`config.mk`:
```
export PLATFORM = sky130hd
export DESIGN_NAME = remap_gcmd_ctrl
export DESIGN_NICKNAME = d
export VERILOG_FILES = /design/src/rtl/rgc_pkg.sv /design/src/rtl/rgc_regs.sv /design/src/rtl/rgc_fsm.sv /design/src/rtl/rgc_dinv_gate.sv /design/src/rtl/remap_gcmd_ctrl.sv
export SDC_FILE = /design/constraint.sdc
export NUM_CORES = 1
export LEC_CHECK = 0
export ABC_AREA = 1
export BUFFER_PORTS_ARGS = -buffer_cell sky130_fd_sc_hd__buf_2
export CAP_MARGIN = 20
export CORE_MARGIN = 2
export CORE_UTILIZATION = 40
export CTS_BUF_LIST = sky130_fd_sc_hd__clkbuf_4 sky130_fd_sc_hd__clkbuf_8
export DETAILED_ROUTE_END_ITERATION = 12
export PLACE_DENSITY = 0.6
export SYNTH_ARGS = -nofsm -noshare
export SYNTH_HDL_FRONTEND = slang
export SYNTH_SLANG_ARGS = --single-unit
```
`constraint.sdc`:
```
create_clock -name clk -period 4.1 [get_ports clk]
set_input_delay 0.41 -clock clk [delete_from_list [all_inputs] [get_ports clk]]
set_output_delay 0.41 -clock clk [all_outputs]
set_load 0.02 [all_outputs]
```
`src/rtl/rgc_pkg.sv`:
```
package rgc_pkg;

    // Register byte offsets
    localparam int OFS_CMD  = 'h0;
    localparam int OFS_STS  = 'h4;
    localparam int OFS_TBL  = 'h8;
    localparam int OFS_DINV = 'hC;

    // Command / status bit positions (software decodes these)
    localparam int BIT_PTR = 24;
    localparam int BIT_IRE = 25;
    localparam int BIT_QIE = 26;

    typedef enum logic [1:0] {
        ST_IDLE  = 2'd0,
        ST_PTR   = 2'd1,
        ST_DRAIN = 2'd2
    } gc_state_e;

    typedef struct packed {
        logic set_ptr;
        logic ire;
        logic qie;
    } gc_cmd_t;

endpackage

```
`src/rtl/rgc_regs.sv`:
```
module rgc_regs
    import rgc_pkg::*;
#(
    parameter int REG_W = 32,
    parameter int OFS_W = 4
) (
    input  logic             clk,
    input  logic             rst_n,
    input  logic             bus_valid,
    input  logic             bus_write,
    input  logic [OFS_W-1:0] bus_addr,
    input  logic [REG_W-1:0] bus_wdata,
    input  logic             busy,
    input  logic [REG_W-1:0] status_word,
    output logic             bus_ready,
    output logic [REG_W-1:0] bus_rdata,
    output logic             cmd_fire,
    output gc_cmd_t          cmd_bits,
    output logic [REG_W-1:0] tbl_q,
    output logic             dinv_wr,
    output logic [REG_W-1:0] dinv_wdata
);

    localparam logic [OFS_W-1:0] A_CMD  = OFS_W'(OFS_CMD);
    localparam logic [OFS_W-1:0] A_STS  = OFS_W'(OFS_STS);
    localparam logic [OFS_W-1:0] A_TBL  = OFS_W'(OFS_TBL);
    localparam logic [OFS_W-1:0] A_DINV = OFS_W'(OFS_DINV);

    logic sel_cmd;
    logic sel_sts;
    logic sel_tbl;
    logic sel_dinv;
    logic acc_wr;

    assign sel_cmd  = (bus_addr == A_CMD);
    assign sel_sts  = (bus_addr == A_STS);
    assign sel_tbl  = (bus_addr == A_TBL);
    assign sel_dinv = (bus_addr == A_DINV);

    // Only command writes are held off while an operation is pending
    assign bus_ready = !(bus_valid && bus_write && sel_cmd && busy);
    assign acc_wr    = bus_valid && bus_write && bus_ready;

    assign cmd_fire         = acc_wr && sel_cmd;
    assign cmd_bits.set_ptr = bus_wdata[BIT_PTR];
    assign cmd_bits.ire     = bus_wdata[BIT_IRE];
    assign cmd_bits.qie     = bus_wdata[BIT_QIE];

    assign dinv_wr    = acc_wr && sel_dinv;
    assign dinv_wdata = bus_wdata;

    always_ff @(posedge clk or negedge rst_n) begin
        if (!rst_n) begin
            tbl_q <= '0;
        end else if (acc_wr && sel_tbl) begin
            tbl_q <= bus_wdata;
        end
    end

    // Command and direct-invalidation offsets read as zero
    always_comb begin
        bus_rdata = '0;
        if (bus_valid && !bus_write) begin
            if (sel_sts) begin
                bus_rdata = status_word;
            end else if (sel_tbl) begin
                bus_rdata = tbl_q;
            end
        end
    end

endmodule

```
`src/rtl/rgc_fsm.sv`:
```
module rgc_fsm
    import rgc_pkg::*;
#(
    parameter int PTR_W = 32
) (
    input  logic             clk,
    input  logic             rst_n,
    input  logic             cmd_fire,
    input  gc_cmd_t          cmd_bits,
    input  logic [PTR_W-1:0] tbl_addr,
    input  logic             drain_ack,
    output logic             busy,
    output logic             drain_req,
    output logic             ptr_load,
    output logic             ir_en,
    output logic             qi_en,
    output logic             ptr_done,
    output logic [PTR_W-1:0] table_ptr
);

    gc_state_e state_q;
    gc_state_e state_d;

    logic             pend_ire;
    logic             pend_qie;
    logic             pend_change;
    logic [PTR_W-1:0] pend_ptr;
    logic             want_change;

    assign want_change = (cmd_bits.ire != ir_en) || (cmd_bits.qie != qi_en);

    // State register
    always_ff @(posedge clk or negedge rst_n) begin
        if (!rst_n) begin
            state_q <= ST_IDLE;
        end else begin
            state_q <= state_d;
        end
    end

    // Next-state logic
    always_comb begin
        state_d = state_q;
        unique case (state_q)
            ST_IDLE: begin
                if (cmd_fire) begin
                    if (cmd_bits.set_ptr) begin
                        state_d = ST_PTR;
                    end else if (want_change) begin
                        state_d = ST_DRAIN;
                    end
                end
            end
            ST_PTR: begin
                state_d = pend_change ? ST_DRAIN : ST_IDLE;
            end
            ST_DRAIN: begin
                if (drain_ack) begin
                    state_d = ST_IDLE;
                end
            end
            default: begin
                state_d = ST_IDLE;
            end
        endcase
    end

    // Outputs
    always_comb begin
        busy      = (state_q != ST_IDLE);
        drain_req = (state_q == ST_DRAIN);
        ptr_load  = (state_q == ST_PTR);
    end

    // Pending command capture and status commit
    always_ff @(posedge clk or negedge rst_n) begin
        if (!rst_n) begin
            pend_ire    <= 1'b0;
            pend_qie    <= 1'b0;
            pend_change <= 1'b0;
            pend_ptr    <= '0;
            ir_en       <= 1'b0;
            qi_en       <= 1'b0;
            ptr_done    <= 1'b0;
            table_ptr   <= '0;
        end else begin
            if (state_q == ST_IDLE && cmd_fire) begin
                pend_ire    <= cmd_bits.ire;
                pend_qie    <= cmd_bits.qie;
                pend_change <= want_change;
                if (cmd_bits.set_ptr) begin
                    pend_ptr <= tbl_addr;
                    ptr_done <= 1'b0;
                end
            end
            if (ptr_load) begin
                table_ptr <= pend_ptr;
                ptr_done  <= 1'b1;
            end
            if (drain_req && drain_ack) begin
                ir_en <= pend_ire;
                qi_en <= pend_qie;
            end
        end
    end

endmodule

```
`src/rtl/rgc_dinv_gate.sv`:
```
module rgc_dinv_gate #(
    parameter int REG_W = 32
) (
    input  logic             clk,
    input  logic             rst_n,
    input  logic             dinv_wr,
    input  logic [REG_W-1:0] dinv_wdata,
    input  logic             qi_en,
    output logic             dinv_valid,
    output logic [REG_W-1:0] dinv_data,
    output logic             dinv_reject
);

    always_ff @(posedge clk or negedge rst_n) begin
        if (!rst_n) begin
            dinv_valid  <= 1'b0;
            dinv_reject <= 1'b0;
            dinv_data   <= '0;
        end else begin
            dinv_valid  <= dinv_wr && !qi_en;
            dinv_reject <= dinv_wr && qi_en;
            if (dinv_wr && !qi_en) begin
                dinv_data <= dinv_wdata;
            end
        end
    end

endmodule

```
`src/rtl/remap_gcmd_ctrl.sv`:
```
module remap_gcmd_ctrl
    import rgc_pkg::*;
#(
    parameter int REG_W = 32,
    parameter int OFS_W = 4
) (
    input  logic             clk,
    input  logic             rst_n,
    input  logic             bus_valid,
    input  logic             bus_write,
    input  logic [OFS_W-1:0] bus_addr,
    input  logic [REG_W-1:0] bus_wdata,
    output logic             bus_ready,
    output logic [REG_W-1:0] bus_rdata,
    output logic             drain_req,
    input  logic             drain_ack,
    output logic [REG_W-1:0] table_ptr,
    output logic             ir_active,
    output logic             qi_active,
    output logic             dinv_valid,
    output logic [REG_W-1:0] dinv_data,
    output logic             dinv_reject
);

    logic             busy;
    logic             cmd_fire;
    gc_cmd_t          cmd_bits;
    logic [REG_W-1:0] tbl_q;
    logic             dinv_wr;
    logic [REG_W-1:0] dinv_wdata;
    logic             ptr_load;
    logic             ptr_done;
    logic [REG_W-1:0] status_word;

    always_comb begin
        status_word          = '0;
        status_word[BIT_PTR] = ptr_done;
        status_word[BIT_IRE] = ir_active;
        status_word[BIT_QIE] = qi_active;
    end

    rgc_regs #(
        .REG_W (REG_W),
        .OFS_W (OFS_W)
    ) i_regs (
        .clk         (clk),
        .rst_n       (rst_n),
        .bus_valid   (bus_valid),
        .bus_write   (bus_write),
        .bus_addr    (bus_addr),
        .bus_wdata   (bus_wdata),
        .busy        (busy),
        .status_word (status_word),
        .bus_ready   (bus_ready),
        .bus_rdata   (bus_rdata),
        .cmd_fire    (cmd_fire),
        .cmd_bits    (cmd_bits),
        .tbl_q       (tbl_q),
        .dinv_wr     (dinv_wr),
        .dinv_wdata  (dinv_wdata)
    );

    rgc_fsm #(
        .PTR_W (REG_W)
    ) i_fsm (
        .clk       (clk),
        .rst_n     (rst_n),
        .cmd_fire  (cmd_fire),
        .cmd_bits  (cmd_bits),
        .tbl_addr  (tbl_q),
        .drain_ack (drain_ack),
        .busy      (busy),
        .drain_req (drain_req),
        .ptr_load  (ptr_load),
        .ir_en     (ir_active),
        .qi_en     (qi_active),
        .ptr_done  (ptr_done),
        .table_ptr (table_ptr)
    );

    rgc_dinv_gate #(
        .REG_W (REG_W)
    ) i_dinv (
        .clk         (clk),
        .rst_n       (rst_n),
        .dinv_wr     (dinv_wr),
        .dinv_wdata  (dinv_wdata),
        .qi_en       (qi_active),
        .dinv_valid  (dinv_valid),
        .dinv_data   (dinv_data),
        .dinv_reject (dinv_reject)
    );

endmodule

```
==> impl_metrics.yaml <==
outcome:
  outcome: "completed"
yosys:
  yosys-top-cells-area: "dfrtp_1 61%, nand2_1 8.2%, mux2_2 6.4%, o21ai_2 3.6%, o21ai_0 3.5%"
  synthesis.nets: 592
  synth_seq_cells: 138
  yosysSeqAreaShare_pct: 61.28
  ys_types: 22
  synth_area_per_cell_um2: 10.23
  yosys.area.top_type: "dfrtp_1"
  netlist_instances: 551
  synth_top_area_share_pct: 61.28
  yosysWarnings: 0
  synthesis.area_mm2: 0.005635
power:
  ir_worst_vdd_mv: 0.2454
  power.density_mw_per_mm2: 525.4
  leakagePower_uw: 0.003772
  fin_total_pwr_uw: 3582
clock_tree:
  cts_made_buffers: 17
  clock_latency_ns: 0.43
  cts_setup_buffers: 0
  hold_buffers: 0
  clk_pin_slew_ns: 0.07
  cts_resized: 0
  cts_tree: "yes"
  clockBufferDepth: 2
  clockRootBuffer: "clkbuf_8"
  clock_sinks: 138
  htreeDepth: 4
die:
  die_w_um: 122.7
  ios: 143
  num_rows: 43
  dieArea_mm2: 0.01505
  fp.dieH_um: 122.7
  initial_core_util_pct: 40.76
  coreArea_mm2: 0.01383
drt:
  drc: 0
  vias_per_cell: 4.820
  wirelength_mm: 13.34
  drtIter0Drc: 235
  via_count: 4237
  drt-pass1-iter-count: 6
  drtAntennaViolNets: 0
  avgRoutedWirePerCell_um: 15.18
global_routing:
  grt-ovfl-total: 0
  grt_antenna_before_repair: 0
  first_global_vias: 4064
  grt_pass1_wl_mm: 20.89
  grtUsageTotal_pct: 18.37
  grt_max_degree: 112
timing:
  holdWs_ns: 0.09751
  worst_pin_slew_ns: 1.078
  fmax_ghz: 0.4097
  setup_viol: 0
  slew_viol_final: 0
  rsz0062_at_grt: "false"
  hold_violations: 0
  fin_crit_sh_pct: 59.53
  clock-skew-final_ns: 0.006868
  timing.slew.headroom_pct: 28.07
  min_period_ns: 2.441
  tns_ns: 0
layout:
  syn2layout_area_growth_pct: 20.98
  final_common_cell: "buf_2"
  fillCellCount: 1348
  layout.nets: 727
  drive_above_1_share_pct: 34.81
  layout_common_cells: "141 x buf_2, 138 x dfrtp_1, 121 x nand2_1, 44 x inv_1, 39 x o21ai_0"
worst_setup_path:
  crit_type: "in2out"
  critPathCaptureType: "output pin"
  worst-path-max-fanout: 29
  slowest_delay_ns: 0.47
  arrival_ns: 2.03
  cpMaxStageDelayCell: "inv_1"
  crit_chain: "buf_2 -> nor2_4 -> inv_1 -> nor2_2 -> inv_1 -> nor3_1 -> buf_2"
  crit_required_ns: 3.69
  start_kind: "primary input"
placement:
  hpwl_mm: 8.929
  gp_congestion: 0.7941
  portBuffers: 142
worst_hold_path:
  min-delay-path-class: "in2async"
job:
  cap_violations: 0
## registers in the layout, summed over array words and instances, names as in the netlist
name and cells:
i_fsm.pend_ptr 32, i_fsm.pend_qie 1, i_regs.tbl_q 32, i_fsm.table_ptr 32
i_fsm.ir_en 1, i_fsm.pend_change 1, i_dinv.dinv_reject 1, i_dinv.dinv_data 32
i_fsm.qi_en 1, i_fsm.ptr_done 1, i_fsm.state_q 2, i_dinv.dinv_valid 1
i_fsm.pend_ire 1
## path summary, 6_finish.rpt
check | from | to | slack [ns] | cells after the start
worst max-delay path | bus_addr[1] | bus_rdata[11] | 1.66 | 7
worst min-delay path | rst_n | i_fsm.table_ptr[27] | 0.1 | 1
worst max register to register | i_fsm.state_q[0] | i_fsm.pend_ptr[13] | 1.96 | 7
worst min register to register | i_fsm.pend_ptr[0] | i_fsm.pend_ptr[0] | 0.48 | 2
max in group asynchronous | rst_n | i_dinv.dinv_data[10] | 3.03 | 2
min in group clk | bus_wdata[1] | i_dinv.dinv_data[1] | 0.19 | 3
## per-stage QoR
stage	cells	setup slack, ns	area, um^2	utilization (%)
final	879	1.659	6818	49.31
after global routing	878	1.546	6815	49.29
after CTS	878	1.701	6815	49.29
after detailed placement	847	1.703	6432	46.52
after global placement	847	1.752	6432	46.52
after floorplan	551	2.130	5635	-
## Yosys cell counts, drive strengths merged
master	instances
nand4	4
nor2	38
nand3b	1
dfrtp	138
mux2	32
xnor2	2
buf	18
inv	45
nand2	123
a21oi	34
o21bai	1
o21ai	70
clkbuf	14
nor3	31
## worst max-delay path, delay by kind of cell
kind	cells	cell delay [ns]
and+or+nand+nor	3	0.71
buffers and inverters	4	0.90
## report_power, final
| part | internal [uW] | leakage (uW) | switching [uW] |
|---|---|---|---|
| Sequential | 1630 | 0.00173 | 139 |
| Clock | 566 | 0.000197 | 489 |
| Combinational | 253 | 0.00184 | 509 |
| Total | 2440 | 0.00377 | 1140 |
## logic make-up (layout without fill, tap and decap cells)
kind of cell	count (synthesis)	after routing	synth area share (%)
AO/OA/AOI/OAI	105	105	10.90
XOR/XNOR	2	2	0.3109
buffers and inverters	77	224	6.461
flip-flops	138	138	61.28
multiplexers	32	32	6.394
other	0	1	0
AND/OR/NAND/NOR	197	197	14.65
## routing by layer
| metal | global-route usage, % | wire length, um | vias to the layer above |
|---|---|---|---|
| met3 | 4.461 | 594 | 25 |
| met2 | 28.42 | 6242 | 104 |
| met1 | 24.57 | 6201 | 2057 |
| met5 | 0 | 0 | - |
| met4 | 8.118 | 300 | 0 |
| li1 | - | - | 2051 |
## final cells by class
type | count | area [um^2] | share of cell area [%]
Sequential cell | 138 | 3453 | 50.65
Antenna cell | 1 | 2.502 | 0.03670
Inverter | 45 | 168.9 | 2.478
Clock buffer | 24 | 317.8 | 4.661
Timing Repair Buffer | 148 | 762.0 | 11.18
Tap cell | 180 | 225.2 | 3.303
Multi-Input combinational cell | 336 | 1823 | 26.74
Clock inverter | 7 | 65.06 | 0.9543
No activity file was read; power rests on OpenSTA's default activity.
